### config.mk
export PLATFORM = sky130hd
export DESIGN_NAME = async_rx
export DESIGN_NICKNAME = d
export VERILOG_FILES = /design/src/rtl/async_rx_pkg.sv /design/src/rtl/async_rx_sync.sv /design/src/rtl/async_rx_frame.sv /design/src/rtl/async_rx_hold.sv /design/src/rtl/async_rx.sv
export SDC_FILE = /design/constraint.sdc
export NUM_CORES = 1
export LEC_CHECK = 0
export BUFFER_PORTS_ARGS = -buffer_cell sky130_fd_sc_hd__buf_2
export CAP_MARGIN = 20
export CELL_PAD_IN_SITES_DETAIL_PLACEMENT = 1
export CELL_PAD_IN_SITES_GLOBAL_PLACEMENT = 1
export CORE_ASPECT_RATIO = 1.4
export CORE_MARGIN = 2
export CORE_UTILIZATION = 48
export CTS_CLUSTER_SIZE = 30
export DETAILED_ROUTE_END_ITERATION = 16
export PLACE_DENSITY = 0.8
export SYNTH_ARGS = -nofsm -noshare
export SYNTH_HDL_FRONTEND = slang
export SYNTH_SLANG_ARGS = --single-unit
export TNS_END_PERCENT = 30
### constraint.sdc
create_clock -name clk -period 3.6 [get_ports clk]
set_input_delay 0.72 -clock clk [delete_from_list [all_inputs] [get_ports clk]]
set_output_delay 0.72 -clock clk [all_outputs]
set_load 0.05 [all_outputs]
### src/rtl/async_rx_pkg.sv
package async_rx_pkg;
   typedef enum logic [2:0] {
      ST_IDLE,
      ST_START,
      ST_DATA,
      ST_STOP,
      ST_BRK
   } rx_state_t;
endpackage

### src/rtl/async_rx_sync.sv
module async_rx_sync #(
   parameter int STAGES = 2
) (
   input  logic clk,
   input  logic rst_n,
   input  logic d,
   output logic q
);
   generate
      if (STAGES == 0) begin : g_bypass
         assign q = d;
      end else begin : g_chain
         logic [STAGES-1:0] chain_q;
         always_ff @(posedge clk or negedge rst_n) begin
            if (!rst_n) chain_q <= '1;
            else        chain_q <= {chain_q[STAGES-2+1-1:0], d};
         end
         assign q = chain_q[STAGES-1];
      end
   endgenerate
endmodule

### src/rtl/async_rx_frame.sv
module async_rx_frame
   import async_rx_pkg::*;
#(
   parameter int OVERSAMPLE = 16,
   parameter int DATA_BITS  = 8
) (
   input  logic                 clk,
   input  logic                 rst_n,
   input  logic                 tick,
   input  logic                 line,
   output logic                 char_done,
   output logic [DATA_BITS-1:0] char_byte,
   output logic                 in_break
);
   localparam int CNT_W = $clog2(OVERSAMPLE);
   localparam int IDX_W = $clog2(DATA_BITS);
   localparam logic [CNT_W-1:0] CNT_LAST = CNT_W'(OVERSAMPLE - 1);
   localparam logic [CNT_W-1:0] CNT_MID  = CNT_W'(OVERSAMPLE / 2 - 1);
   localparam logic [IDX_W-1:0] IDX_LAST = IDX_W'(DATA_BITS - 1);

   rx_state_t            state_q;
   logic [CNT_W-1:0]     cnt_q;
   logic [IDX_W-1:0]     idx_q;
   logic [DATA_BITS-1:0] shift_q;

   always_ff @(posedge clk or negedge rst_n) begin
      if (!rst_n) begin
         state_q   <= ST_IDLE;
         cnt_q     <= '0;
         idx_q     <= '0;
         shift_q   <= '0;
         char_done <= 1'b0;
      end else begin
         char_done <= 1'b0;
         if (tick) begin
            unique case (state_q)
               ST_IDLE: begin
                  cnt_q <= '0;
                  if (!line) state_q <= ST_START;
               end
               ST_START: begin
                  if (cnt_q == CNT_MID) begin
                     cnt_q <= '0;
                     idx_q <= '0;
                     state_q <= line ? ST_IDLE : ST_DATA;
                  end else begin
                     cnt_q <= cnt_q + 1'b1;
                  end
               end
               ST_DATA: begin
                  if (cnt_q == CNT_LAST) begin
                     cnt_q   <= '0;
                     shift_q <= {line, shift_q[DATA_BITS-1:1]};
                     idx_q   <= idx_q + 1'b1;
                     if (idx_q == IDX_LAST) state_q <= ST_STOP;
                  end else begin
                     cnt_q <= cnt_q + 1'b1;
                  end
               end
               ST_STOP: begin
                  if (cnt_q == CNT_LAST) begin
                     cnt_q <= '0;
                     if (!line && shift_q == '0) begin
                        state_q <= ST_BRK;
                     end else begin
                        char_done <= 1'b1;
                        state_q   <= ST_IDLE;
                     end
                  end else begin
                     cnt_q <= cnt_q + 1'b1;
                  end
               end
               ST_BRK: begin
                  if (!line) begin
                     cnt_q <= '0;
                  end else if (cnt_q == CNT_LAST) begin
                     cnt_q   <= '0;
                     state_q <= ST_IDLE;
                  end else begin
                     cnt_q <= cnt_q + 1'b1;
                  end
               end
               default: state_q <= ST_IDLE;
            endcase
         end
      end
   end

   assign char_byte = shift_q;
   assign in_break  = (state_q == ST_BRK);
endmodule

### src/rtl/async_rx_hold.sv
module async_rx_hold #(
   parameter int DATA_BITS = 8
) (
   input  logic                 clk,
   input  logic                 rst_n,
   input  logic                 char_done,
   input  logic [DATA_BITS-1:0] char_byte,
   input  logic                 rd_strobe,
   input  logic                 err_clr,
   output logic [DATA_BITS-1:0] rx_data,
   output logic                 rx_ready,
   output logic                 overrun
);
   logic                 rdy_q;
   logic                 ovr_q;
   logic [DATA_BITS-1:0] data_q;
   logic                 slot_free;

   assign slot_free = !rdy_q || rd_strobe;

   always_ff @(posedge clk or negedge rst_n) begin
      if (!rst_n) begin
         rdy_q  <= 1'b0;
         ovr_q  <= 1'b0;
         data_q <= '0;
      end else begin
         if (char_done && slot_free) begin
            data_q <= char_byte;
            rdy_q  <= 1'b1;
         end else if (rd_strobe) begin
            rdy_q  <= 1'b0;
         end
         if (char_done && !slot_free) ovr_q <= 1'b1;
         else if (err_clr)            ovr_q <= 1'b0;
      end
   end

   assign rx_data  = data_q;
   assign rx_ready = rdy_q && !rd_strobe;
   assign overrun  = ovr_q;
endmodule

### src/rtl/async_rx.sv
module async_rx #(
   parameter int OVERSAMPLE  = 16,
   parameter int DATA_BITS   = 8,
   parameter int SYNC_STAGES = 2
) (
   input  logic                 clk,
   input  logic                 rst_n,
   input  logic                 tick_16x,
   input  logic                 rxd,
   input  logic                 rd_strobe,
   input  logic                 err_clr,
   output logic [DATA_BITS-1:0] rx_data,
   output logic                 rx_ready,
   output logic                 overrun,
   output logic                 break_det
);
   generate
      if (OVERSAMPLE < 4 || (OVERSAMPLE % 2) != 0)
         $error("OVERSAMPLE must be even and at least 4");
      if (DATA_BITS < 5 || DATA_BITS > 9)
         $error("DATA_BITS must be between 5 and 9");
      if (SYNC_STAGES < 0 || SYNC_STAGES > 4)
         $error("SYNC_STAGES must be between 0 and 4");
   endgenerate

   logic                 line_s;
   logic                 frame_done;
   logic [DATA_BITS-1:0] frame_byte;

   async_rx_sync #(.STAGES(SYNC_STAGES)) u_sync (
      .clk   (clk),
      .rst_n (rst_n),
      .d     (rxd),
      .q     (line_s)
   );

   async_rx_frame #(.OVERSAMPLE(OVERSAMPLE), .DATA_BITS(DATA_BITS)) u_frame (
      .clk       (clk),
      .rst_n     (rst_n),
      .tick      (tick_16x),
      .line      (line_s),
      .char_done (frame_done),
      .char_byte (frame_byte),
      .in_break  (break_det)
   );

   async_rx_hold #(.DATA_BITS(DATA_BITS)) u_hold (
      .clk       (clk),
      .rst_n     (rst_n),
      .char_done (frame_done),
      .char_byte (frame_byte),
      .rd_strobe (rd_strobe),
      .err_clr   (err_clr),
      .rx_data   (rx_data),
      .rx_ready  (rx_ready),
      .overrun   (overrun)
   );
endmodule

[Word-level counts from Yosys, hierarchy flattened]
Index checks and enable logic that the tools add are counted.
Word-level totals
  register bits after elaboration: 31
  output and inout port bits: 11
Operators by class
  add/sub/neg operators: 2
  equality and inequality tests: 14
  muxes and demuxes: 25
  reductions and logical operators: 20
Operators with widths (count)
  3-bit 2-to-1 mux: 10
  4-bit case mux with 4 select lines: 1
  3-bit case mux with 5 select lines: 1
  4-bit 2-to-1 mux: 3
  2-bit by 1-bit != test with 1-bit output (second input constant): 6
  8-bit zero test: 1
  1-bit 2-to-1 mux: 8
  8-bit AND reduction: 1
  3-bit by 2-bit == test with 1-bit output (second input constant): 2
  3-bit == test (second input constant): 2
  3-bit case mux with 2 select lines: 1
  2-bit nonzero test: 3
  4-bit by 1-bit adder with 4-bit output (second input constant): 1
  4-bit by 3-bit == test with 1-bit output (second input constant): 1
  4-bit == test (second input constant): 1
  1-bit logical AND: 4
  1-bit zero test: 4
  4-bit AND reduction: 1
  4-bit nonzero test: 1
  3-bit by 1-bit adder with 3-bit output (second input constant): 1
  3-bit by 1-bit == test with 1-bit output (second input constant): 1
  3-bit zero test: 1
  3-bit AND reduction: 1
  2-bit 2-to-1 mux: 1
  other kinds (4): 4

[Depth between registers and ports, before layout]
  depth after elaboration: 6
  mapped depth: 7
  depth with buffers taken out: 5

[By module]
A second synthesis with hierarchy kept.
Second synthesis, totals
  cells, all modules: 130
  area total of the unflattened synthesis: 1536.5 sq um
Modules (own cells, without submodules)
  async_rx_frame: times used 1, cells each 103, area each 1064.8 sq um
  async_rx_hold: times used 1, cells each 25, area each 419.2 sq um
  async_rx_sync: times used 1, cells each 2, area each 52.6 sq um

[Least setup slack after synthesis]
OpenSTA, ideal clock, no wires.
  path kind: flip-flop to output port
  start point: register u_frame.state_q[0]
  end point: output break_det
  arrival: 1.735 ns
  slack: 1.145 ns
  cell stages (with the launch flop): 4
  path buffers: 2
  path through: dfrtp_1 buf_4 buf_2 nor3_1
Between the ends
  word-level cells in the longest chain between the ends: 1
RTL lines
  start: declaration: line async_rx_frame.sv:21  | rx_state_t state_q;
  start signal: assignment: line async_rx_frame.sv:45  | state_q <= line ? ST_IDLE : ST_DATA;
  3-bit == test: line async_rx_frame.sv:90  | assign in_break = (state_q == ST_BRK);
  end: declaration: line async_rx.sv:15  | output logic break_det
No other way between the ends.

[Worst setup path in the final report]
  start point: register u_frame.state_q[2]
  end point: output break_det
Same word-level chain as after synthesis.

==> impl_metrics.json <==
{
  "synthCells": 151,
  "status": "finished clean",
  "synth_flop_cell": "dfrtp_1",
  "r2r_end": "u_frame.char_byte[4]",
  "ys_ff_latch": 31,
  "cts_tree": "built",
  "synth_top_family_by_area": "simple AND/OR/NAND/NOR gates",
  "routedWlPerCell_um": 16.0,
  "grt_pass1_vias": 1236,
  "area_growth_pct": 10.8,
  "grt-ovfl-total": 0,
  "finalNetCount": 174,
  "crit_end": "break_det",
  "slew_violations": 0,
  "ctsResizeCount": 0,
  "cts_buffers": 5,
  "reg2regPathDepth": 5,
  "synthXorXnorAreaFrac": 0,
  "r2r_start": "u_frame.cnt_q[0]",
  "cts.sinks": 31,
  "num_io_pins": 17,
  "drive_gt1_frac": 0.217,
  "synth_fa_ha_area_frac": 0.0248,
  "layout_common_cells": "nand2_1 (31), dfrtp_1 (29), buf_2 (16)",
  "clockRootBuffer": "clkbuf_8",
  "grt_pass1_wl_um": 5710,
  "crit_start": "u_frame.state_q[2]",
  "syn-num-nets": 160,
  "core_mm2": 0.00306,
  "die_w_um": 51.5,
  "r2r_setup_slack_ns": 1.81,
  "hold_viol_final": 0,
  "clk_latency_ns": 0.28,
  "comb_power_share": 0.124,
  "fill_cells": 380,
  "slew_headroom": 0.546,
  "period_needed_ns": 2.22,
  "fmax_ghz": 0.450,
  "internal_power_mw": 0.593,
  "placed_area_mm2": 0.00158,
  "timing.final.ws_setup_ns": 1.38,
  "clockBufferDepth": 2,
  "cts_max_level": 2,
  "synth_compound_area_frac": 0.132,
  "clock_skew_ns": 0.00653,
  "setup.worst_path.class": "flip-flop to output pin",
  "fp.dieH_um": 70.5,
  "required_ns": 2.88,
  "hold-path-cell-count": 0,
  "start_kind": "flip-flop",
  "leakage_nw": 0.844,
  "cellPowerDensity_mw_per_mm2": 490,
  "hp-class": "flip-flop to flip-flop",
  "drtIter0Drc": 12,
  "antenna_found_initial": 0,
  "synth-edff-count": 0,
  "yosys_warnings": 0,
  "maxCapViolCount": 0,
  "final_common_cell": "nand2_1",
  "hold_buffers": 0,
  "finalWirelength_um": 3290,
  "drt-pass1-iter-count": 4,
  "cts_setup_buffers": 0,
  "cp_max_fo": 14,
  "ant_nets": 0,
  "fin_tns_setup_ns": 0,
  "utilization": 0.549,
  "rsz0062_at_grt": "no",
  "syn-cell-area_mm2": 0.00152,
  "clkPwrFrac": 0.363,
  "syn_avg_cell_area_um2": 10.0,
  "async_flop_share": 1.00,
  "die_area_mm2": 0.00363,
  "n_antenna_cell": 0,
  "initial_utilization": 0.495,
  "p_seq_frac": 0.513,
  "synthSimpleGateAreaFrac": 0.208,
  "rows": 24,
  "place_ws_ns": 1.56,
  "synthMuxAreaShare": 0.0668,
  "via_per_inst": 5.79,
  "p_sw_mw": 0.231,
  "grt_max_degree": 32,
  "dpl.hpwl_um": 2400,
  "worstPathArrival_ns": 1.50,
  "worstSetupEndpointType": "output pin",
  "vias": 1187,
  "synth_seq_area_share": 0.513,
  "ir_worst_vdd_mv": 0.314,
  "drc_errors": 0,
  "period_share": 0.617,
  "final_cell_area_mm2": 0.00168,
  "path_clk_slew_ns": 0.07,
  "yosysUniqueCellTypes": 39,
  "place_congestion": 0.860,
  "tightest_slew_ns": 0.681,
  "sw_frac_of_total": 0.281,
  "setup_violations": 0,
  "portBuffers": 16,
  "grt_util_all_layers": 0.214
}
metrics by stage:
stage / hold slack [ns] / cells / total power [mW]
6_report: 0.356 / 205 / 0.824
5_1_grt: 0.364 / 205 / 0.866
4_1_cts: 0.358 / 205 / 0.835
3_5_place_dp: 0.349 / 197 / 0.532
3_3_place_gp: 0.347 / 197 / 0.522
2_1_floorplan: 0.345 / 151 / 0.512
worst min path at each step:
stage,startpoint,end,slack [ns]
6_report,u_sync.g_chain.chain_q[0],u_sync.g_chain.chain_q[1],0.36
2_1_floorplan,u_sync.g_chain.chain_q[0],u_sync.g_chain.chain_q[1],0.35
5_1_grt,u_sync.g_chain.chain_q[0],u_sync.g_chain.chain_q[1],0.36
3_3_place_gp,u_sync.g_chain.chain_q[0],u_sync.g_chain.chain_q[1],0.35
3_5_place_dp,u_sync.g_chain.chain_q[0],u_sync.g_chain.chain_q[1],0.35
4_1_cts,u_sync.g_chain.chain_q[0],u_sync.g_chain.chain_q[1],0.36
cells by family after synthesis:
| family | count (synthesis) |
|---|---|
| simple gates | 63 |
| flops | 31 |
| fa+ha+maj | 3 |
| buf+inv | 14 |
| compound gates | 31 |
| mux | 9 |
sequential cells by signal, summed over array words and instances, names as in the netlist, 2 cells and up:
name	count
u_hold.rx_data	8
u_frame.state_q	3
u_frame.cnt_q	4
u_sync.g_chain.chain_q	2
u_frame.char_byte	8
u_frame.idx_q	3
layout make-up:
cell class,count,area (um2),area share
multi-input combinational,106,654,0.389
inverter,5,18.8,0.0112
sequential,31,778,0.463
timing repair buffer,16,80.1,0.0477
tap,39,48.8,0.0290
clock buffer,8,100,0.0596
power groups by stage:
| stage | logic [mW] | clock network, mW | registers [mW] |
|---|---|---|---|
| detailed placement | 0.103 | 0 | 0.430 |
| CTS | 0.104 | 0.307 | 0.423 |
| floorplan | 0.122 | 0 | 0.390 |
| global placement | 0.0963 | 0 | 0.426 |
| global route | 0.120 | 0.318 | 0.428 |
| finish | 0.102 | 0.299 | 0.423 |
routing by layer:
metal / wire, um / GRT usage
met4: 94 / 0.105
met1: 1300 / 0.240
met5: 0 / 0
met3: 118 / 0.0449
met2: 1780 / 0.373
Yosys cell counts, types with 2 or more instances:
| cell | number | share of area |
|---|---|---|
| nand2_1 | 31 | 0.077 |
| a22o_1 | 2 | 0.012 |
| nor2_1 | 7 | 0.017 |
| dfrtp_1 | 29 | 0.48 |
| o21ai_2 | 2 | 0.012 |
| a31oi_1 | 2 | 0.0082 |
| nand4bb_1 | 2 | 0.015 |
| mux2_2 | 8 | 0.059 |
| a21oi_1 | 6 | 0.020 |
| nand2b_1 | 2 | 0.0082 |
| nand3b_1 | 3 | 0.015 |
| inv_1 | 5 | 0.012 |
| nor3_1 | 3 | 0.0099 |
| o21ai_1 | 3 | 0.0099 |
| dfstp_2 | 2 | 0.035 |
| a21o_1 | 2 | 0.0099 |
| o21ai_0 | 7 | 0.023 |
| ha_1 | 3 | 0.025 |
| nand3_1 | 6 | 0.020 |
| buf_2 | 4 | 0.013 |
| buf_6 | 2 | 0.015 |
| buf_4 | 3 | 0.015 |
critical path, stage by stage (launching register included):
cell and delay [ns]:
dfrtp_1 0.61, inv_1 0.17, nor3_1 0.15, buf_2 0.29
No activity file was read; power rests on OpenSTA's default activity.
